<file path="src/rtl/cel_pkg.sv">
package cel_pkg;
    localparam int unsigned REG_W    = 64;
    localparam int unsigned MEC_BIT  = 63;
    localparam int unsigned VLD_BIT  = 62;
    localparam int unsigned TYPE_TOP = 61;

    typedef enum logic [1:0] {
        SEL_STATUS = 2'd0,
        SEL_ADDR   = 2'd1,
        SEL_ENABLE = 2'd2,
        SEL_NONE   = 2'd3
    } reg_sel_e;
endpackage

</file>
<file path="src/rtl/cel_prio_pick.sv">
// Fixed-priority address pick: the lowest set request index wins.
module cel_prio_pick #(
    parameter int unsigned N = 4,
    parameter int unsigned W = 40
) (
    input  logic [N-1:0]        req_i,
    input  logic [N-1:0][W-1:0] data_i,
    output logic [W-1:0]        data_o
);
    logic [N-1:0] grant;

    for (genvar i = 0; i < N; i++) begin : g_grant
        if (i == 0) begin : g_first
            assign grant[i] = req_i[i];
        end else begin : g_rest
            assign grant[i] = req_i[i] & ~(|req_i[i-1:0]);
        end
    end

    always_comb begin
        data_o = '0;
        for (int i = 0; i < N; i++) begin
            data_o = data_o | ({W{grant[i]}} & data_i[i]);
        end
    end
endmodule

</file>
<file path="src/rtl/cel_stat_next.sv">
// Next status value: write-one-to-clear first, then the event on top.
module cel_stat_next import cel_pkg::*; #(
    parameter int unsigned NUM_ERR = 4
) (
    input  logic [REG_W-1:0]   stat_i,
    input  logic [REG_W-1:0]   clr_i,
    input  logic [NUM_ERR-1:0] types_i,
    output logic [REG_W-1:0]   stat_o,
    output logic               load_o
);
    logic [REG_W-1:0] wmask;
    logic [REG_W-1:0] kept;
    logic             evt;
    logic             fresh;

    always_comb begin
        wmask          = '0;
        wmask[MEC_BIT] = 1'b1;
        wmask[VLD_BIT] = 1'b1;
        for (int k = 0; k < NUM_ERR; k++) begin
            wmask[TYPE_TOP-k] = 1'b1;
        end
    end

    always_comb begin
        kept   = stat_i & ~(clr_i & wmask);
        evt    = |types_i;
        fresh  = evt & ~kept[VLD_BIT];
        stat_o = kept;
        load_o = fresh;
        if (fresh) begin
            stat_o[VLD_BIT] = 1'b1;
            for (int k = 0; k < NUM_ERR; k++) begin
                stat_o[TYPE_TOP-k] = types_i[k];
            end
        end else if (evt) begin
            stat_o[MEC_BIT] = 1'b1;
        end
    end
endmodule

</file>
<file path="src/rtl/cel_read_mux.sv">
module cel_read_mux import cel_pkg::*; #(
    parameter int unsigned NUM_ERR = 4,
    parameter int unsigned PA_W    = 40
) (
    input  logic [1:0]         sel_i,
    input  logic [REG_W-1:0]   stat_i,
    input  logic [PA_W-4:0]    addr_i,
    input  logic [NUM_ERR-1:0] en_i,
    output logic [REG_W-1:0]   rdata_o
);
    always_comb begin
        rdata_o = '0;
        unique case (reg_sel_e'(sel_i))
            SEL_STATUS: rdata_o = stat_i;
            SEL_ADDR:   rdata_o[PA_W-1:3] = addr_i;
            SEL_ENABLE: rdata_o[NUM_ERR-1:0] = en_i;
            default:    rdata_o = '0;
        endcase
    end
endmodule

</file>
<file path="src/rtl/cache_err_log.sv">
module cache_err_log import cel_pkg::*; #(
    parameter int unsigned NUM_ERR = 4,
    parameter int unsigned PA_W    = 40
) (
    input  logic                          clk_i,
    input  logic                          rst_ni,
    input  logic                          err_valid_i,
    input  logic [NUM_ERR-1:0]            err_type_i,
    input  logic [NUM_ERR-1:0][PA_W-1:0]  err_addr_i,
    input  logic                          reg_en_i,
    input  logic                          reg_we_i,
    input  logic [1:0]                    reg_addr_i,
    input  logic [REG_W-1:0]              reg_wdata_i,
    output logic [REG_W-1:0]              reg_rdata_o,
    output logic                          irq_o
);
    localparam int unsigned AKEEP = PA_W - 3;

    typedef struct packed {
        logic [REG_W-1:0]   stat;
        logic [AKEEP-1:0]   addr;
        logic [NUM_ERR-1:0] en;
    } log_state_t;

    log_state_t s_d, s_q;

    logic [NUM_ERR-1:0] evt_types;
    logic [PA_W-1:0]    pick_addr;
    logic [REG_W-1:0]   clr_mask;
    logic [REG_W-1:0]   stat_nx;
    logic               addr_load;
    logic               wr_stat;
    logic               wr_en;
    logic [NUM_ERR-1:0] types_q;
    logic [REG_W-1:0]   stat_q;
    logic [AKEEP-1:0]   addr_q;

    assign evt_types = err_valid_i ? err_type_i : '0;
    assign wr_stat   = reg_en_i & reg_we_i & (reg_sel_e'(reg_addr_i) == SEL_STATUS);
    assign wr_en     = reg_en_i & reg_we_i & (reg_sel_e'(reg_addr_i) == SEL_ENABLE);
    assign clr_mask  = wr_stat ? reg_wdata_i : '0;
    assign stat_q    = s_q.stat;
    assign addr_q    = s_q.addr;

    cel_prio_pick #(.N(NUM_ERR), .W(PA_W)) u_pick (
        .req_i  (evt_types),
        .data_i (err_addr_i),
        .data_o (pick_addr)
    );

    cel_stat_next #(.NUM_ERR(NUM_ERR)) u_next (
        .stat_i  (s_q.stat),
        .clr_i   (clr_mask),
        .types_i (evt_types),
        .stat_o  (stat_nx),
        .load_o  (addr_load)
    );

    cel_read_mux #(.NUM_ERR(NUM_ERR), .PA_W(PA_W)) u_rd (
        .sel_i   (reg_addr_i),
        .stat_i  (s_q.stat),
        .addr_i  (s_q.addr),
        .en_i    (s_q.en),
        .rdata_o (reg_rdata_o)
    );

    always_comb begin
        s_d      = s_q;
        s_d.stat = stat_nx;
        if (addr_load) begin
            s_d.addr = pick_addr[PA_W-1:3];
        end
        if (wr_en) begin
            s_d.en = reg_wdata_i[NUM_ERR-1:0];
        end
    end

    always_ff @(posedge clk_i) begin
        if (!rst_ni) begin
            s_q <= '0;
        end else begin
            s_q <= s_d;
        end
    end

    always_comb begin
        for (int k = 0; k < NUM_ERR; k++) begin
            types_q[k] = s_q.stat[TYPE_TOP-k];
        end
    end

    assign irq_o = s_q.stat[VLD_BIT] & |(types_q & s_q.en);
endmodule

</file>
<file path="config.mk">
export PLATFORM = sky130hd
export DESIGN_NAME = cache_err_log
export DESIGN_NICKNAME = d
export VERILOG_FILES = /design/src/rtl/cel_pkg.sv /design/src/rtl/cel_prio_pick.sv /design/src/rtl/cel_stat_next.sv /design/src/rtl/cel_read_mux.sv /design/src/rtl/cache_err_log.sv
export SDC_FILE = /design/constraint.sdc
export NUM_CORES = 1
export LEC_CHECK = 0
export BUFFER_PORTS_ARGS = -buffer_cell sky130_fd_sc_hd__buf_2
export CAP_MARGIN = 10
export CORE_ASPECT_RATIO = 2
export CORE_MARGIN = 2
export CORE_UTILIZATION = 48
export DETAILED_ROUTE_END_ITERATION = 16
export PLACE_DENSITY_LB_ADDON = 0.1
export SYNTH_ARGS = -nofsm -noshare
export SYNTH_HDL_FRONTEND = slang
export SYNTH_HIERARCHICAL = 1
export SYNTH_SLANG_ARGS = --single-unit
</file>
<file path="constraint.sdc">
create_clock -name clk_i -period 2.3 [get_ports clk_i]
set_input_delay 0.115 -clock clk_i [delete_from_list [all_inputs] [get_ports clk_i]]
set_output_delay 0.115 -clock clk_i [all_outputs]
set_load 0.1 [all_outputs]
</file>
After elaboration in Yosys (flattened, before gate mapping)

Index checks and enable logic that the tools add are counted.

Bits in registers: 105
Input port bits: 235
Logic and storage cells: 41

Equal/unequal tests: 2
Multiplexer cells: 9
Bitwise operators: 22
Reductions and logical operators: 5

Operator list:

| kind                                                | number |
|---|---|
| bitwise AND 40 bit                                  | 4 |
| bitwise OR 40 bit                                   | 3 |
| one-hot mux 36 bit (2 select lines)                 | 1 |
| bitwise AND 64 bit                                  | 1 |
| 2-to-1 mux 64 bit                                   | 1 |
| inverter 64 bit                                     | 1 |
| 2-to-1 mux 24 bit                                   | 1 |
| bitwise AND 1 bit                                   | 8 |
| OR reduction 4 bit                                  | 2 |
| one-hot mux 3 bit (2 select lines)                  | 1 |
| 2-to-1 mux 5 bit                                    | 1 |
| bitwise AND 4 bit                                   | 1 |
| 2-to-1 mux 4 bit                                    | 1 |
| inverter 1 bit                                      | 4 |
| one-hot mux 1 bit (3 select lines)                  | 1 |
| OR reduction 3 bit                                  | 1 |
| equality test 2 x 1 -> 1 bit, second input constant | 1 |
| equality test 2 bit, second input constant          | 1 |
| zero test 2 bit                                     | 1 |
| 2-to-1 mux 1 bit                                    | 2 |
| OR reduction 2 bit                                  | 1 |

Longest topological paths before layout

Depth after elaboration: 8
Mapped depth: 10

By module

The synthesis kept the hierarchy.

By module, submodules not included:

| module        | instances | cells an instance | area an instance (sq um) |
|---|---|---|---|
| cache_err_log | 1         | 352               | 3,871.2 |
| cel_prio_pick | 1         | 144               | 942.2 |
| cel_read_mux  | 1         | 118               | 840.8 |
| cel_stat_next | 1         | 76                | 545.5 |

Worst setup path after synthesis

No wires, ideal clock.

Path type: register to output
From: reg s_q[0] (netlist name)
To: out irq_o
Arrival: 2.598 ns
Required time: 2.185 ns
Path slack: -0.413 ns
Stages on the path, launching flop included: 3
Path buffers: 0
Cell sequence: dfxtp_1 > a22oi_1 > a21boi_0

Word-level cells in the longest chain between the ends: 3

Ends and longest elaborated chain:

| element                | RTL line            | source |
|---|---|---|
| from (decl)            | cache_err_log.sv:25 | `log_state_t s_d, s_q;` |
| from (signal assigned) | cache_err_log.sv:80 | `s_q <= '0;` |
| from (signal assigned) | cache_err_log.sv:82 | `s_q <= s_d;` |
| bitwise AND 4 bit      | cache_err_log.sv:92 | `assign irq_o = s_q.stat[VLD_BIT] & \|(types_q & s_q.en);` |
| OR reduction 4 bit     | cache_err_log.sv:92 |  |
| bitwise AND 1 bit      | cache_err_log.sv:92 |  |
| to (decl)              | cache_err_log.sv:15 | `output logic irq_o` |

No other way between the ends.

Worst setup path after layout

From: in err_valid_i
To: reg s_q, in the netlist addr_q[7]

Word-level cells in the longest chain between the ends: 7

Ends and longest elaborated chain:

| element             | RTL line            | source |
|---|---|---|
| from (decl)         | cache_err_log.sv:7  | `input logic err_valid_i,` |
| 2-to-1 mux 4 bit *  | cache_err_log.sv:38 | `assign evt_types = err_valid_i ? err_type_i : '0;` |
| net evt_types[1]    | cache_err_log.sv:27 | `logic [NUM_ERR-1:0] evt_types;` |
| OR reduction 2 bit  | cel_prio_pick.sv:16 | `assign grant[i] = req_i[i] & ~(\|req_i[i-1:0]);` |
| inverter 1 bit      | cel_prio_pick.sv:16 |  |
| bitwise AND 1 bit   | cel_prio_pick.sv:16 |  |
| bitwise AND 40 bit  | cel_prio_pick.sv:23 | `data_o = data_o \| ({W{grant[i]}} & data_i[i]);` |
| bitwise OR 40 bit   | cel_prio_pick.sv:23 |  |
| bitwise OR 40 bit * | cel_prio_pick.sv:23 |  |
| net pick_addr[10]   | cache_err_log.sv:28 | `logic [PA_W-1:0] pick_addr;` |

The timed path passes the listed nets; every way through them passes the cells marked *.
A chain may end at the register's enable or synchronous reset.

==> flow_summary.toml <==
[power_and_ir_drop]
ir_drop_uv = 379
p_leak_nw = 3.37
power_mw = 4.46
powerDensity_nw_per_um2 = 618

[grt]
grt_overflow_total = 0
first_global_vias = 4602
grtUsageTotal_pct = 23.3
grt_max_degree = 51
antenna_found_initial = 3
grt_pass1_wl_um = 22800

[min_path]
hp-class = "primary input to flip-flop"
worstHoldEndpoint = "s_q[2]"
min-delay-start = "reg_wdata_i[2]"
min_path_cells = 3

[timing]
slew_violations = 0
final.setup.tns_ns = 0
rsz0062_at_grt = "false"
hold_violations = 0
fin_crit_ns = 1.71
setup_ws_ns = 0.592
worstMarginPinSlew_ns = 1.01
skew_ns = 0.00390
slew_headroom_pct = 32.6
fmax_mhz = 585
finalSetupViolations = 0
fin_crit_sh_pct = 74.3

[run_status]
status = "complete, no violations"

[critical_path]
r2r_slack_ns = 0.82
reg2reg_depth = 5
timing.rr.end = "addr_q[7]"
timing.critical_path.to_type = "flip-flop"
crit_fanout = 18
required_ns = 2.57
arrival_ns = 1.98
rr_startpoint = "stat_q[62]"
startpoint_type = "primary input"
worstSetupPathType = "primary input to flip-flop"

[clock_network]
numCtsBuffers = 9
root_buffer = "clkbuf_16"
clk_path_buf_depth = 2
htreeDepth = 3
path_clk_slew_ns = 0.06
cts_resized = 0
postCtsSetupBuffers = 0
clk_latency_ns = 0.34
cts.sinks = 105
ctsHoldBuffers = 0
cts_tree = "yes"

[floorplan]
initial_utilization_pct = 48.8
rows = 56
fp.dieArea_um2 = 12800
die_y_um = 158
fp.coreArea_um2 = 11600
die_w_um = 80.9
pin_count = 300

[drt]
postRouteAntennaNets = 0
viasPerCell = 5.12
route.detailed.drc = 0
drt-initial-drc-count = 123
dr.pass1.iters = 4
vias = 4719
post_drt_wl_per_cell_um = 16.1
postRouteWirelength_um = 14800

[place]
place_inst = 904
pre_cts_ws_ns = 0.282
gp_congestion = 0.806
portBuffers = 233
place_area_um2 = 6860
hpwl_um = 11000

[finish]
drive_above_1_share_pct = 35.5
layout_commonest_cell = "buf_2"
area_growth_pct = 27.0
fin_area_um2 = 7210
fillers = 1031
stdcell_count = 921
final_cell_mix = "202 x buf_2, 105 x dfxtp_1, 95 x and2_1"
nets = 1005

[synthesis]
synth_cells = 618
yosys_warnings = 6
syn_area_um2 = 5680
avgSynthCellArea_um2 = 9.19
syn_nets = 853

[run]
cap_violations = 0
[report_power, final]
part / switching, mW / total, mW / internal, mW
registers: 0.0290 / 1.90 / 1.87
clock network: 0.651 / 1.74 / 1.09
logic: 0.463 / 0.816 / 0.354
[layer usage]
layer	vias to the layer above	GRT usage, %	wire [um]
met2	192	42.1	7800
met5	-	0	13
met3	18	4.96	919
li1	2342	-	-
met1	2165	26.5	5860
met4	2	7.75	233
[worst max path at each step]
stage / to / startpoint / slack (ns)
final: addr_q[7] / err_valid_i / 0.59
after CTS: reg_rdata_o[20] / reg_addr_i[0] / 0.61
after floorplan: irq_o / s_q[0] / 0.33
after global placement: addr_q[10] / reg_addr_i[1] / 0.35
after global routing: addr_q[7] / err_valid_i / 0.46
after detailed placement: addr_q[7] / err_valid_i / 0.28
[registers in the layout, summed over array words and instances, names as in the netlist]
register  flops
addr_q       37
s_q           4
stat_q       64
[layout make-up]
class                           instances  area, um2  area share (%)
Antenna cell                            2       5.00          0.0694
Sequential cell                       105       2100            29.1
Multi-Input combinational cell        404       2800            38.8
Clock buffer                           10        239            3.31
Inverter                                1       3.75          0.0520
Timing Repair Buffer                  249       1780            24.6
Tap cell                              145        181            2.52
Clock inverter                          5        104            1.44
[metrics by stage]
stage | utilization, % | hold slack [ns]
4_1_cts | 62.0 | 0.0141
5_1_grt | 62.0 | 0.0327
3_5_place_dp | 59.0 | 0.373
3_3_place_gp | 59.0 | 0.376
2_1_floorplan | - | 0.257
6_report | 62.0 | 0.0270
[worst max-delay path, stage by stage]
cell and delay (ns):
buf_2 0.10, and2_1 0.36, nor2b_2 0.89, a22oi_1 0.16
nand2_1 0.15, mux2i_1 0.08, nor2b_1 0.12
(Power assumes the default switching activity.)
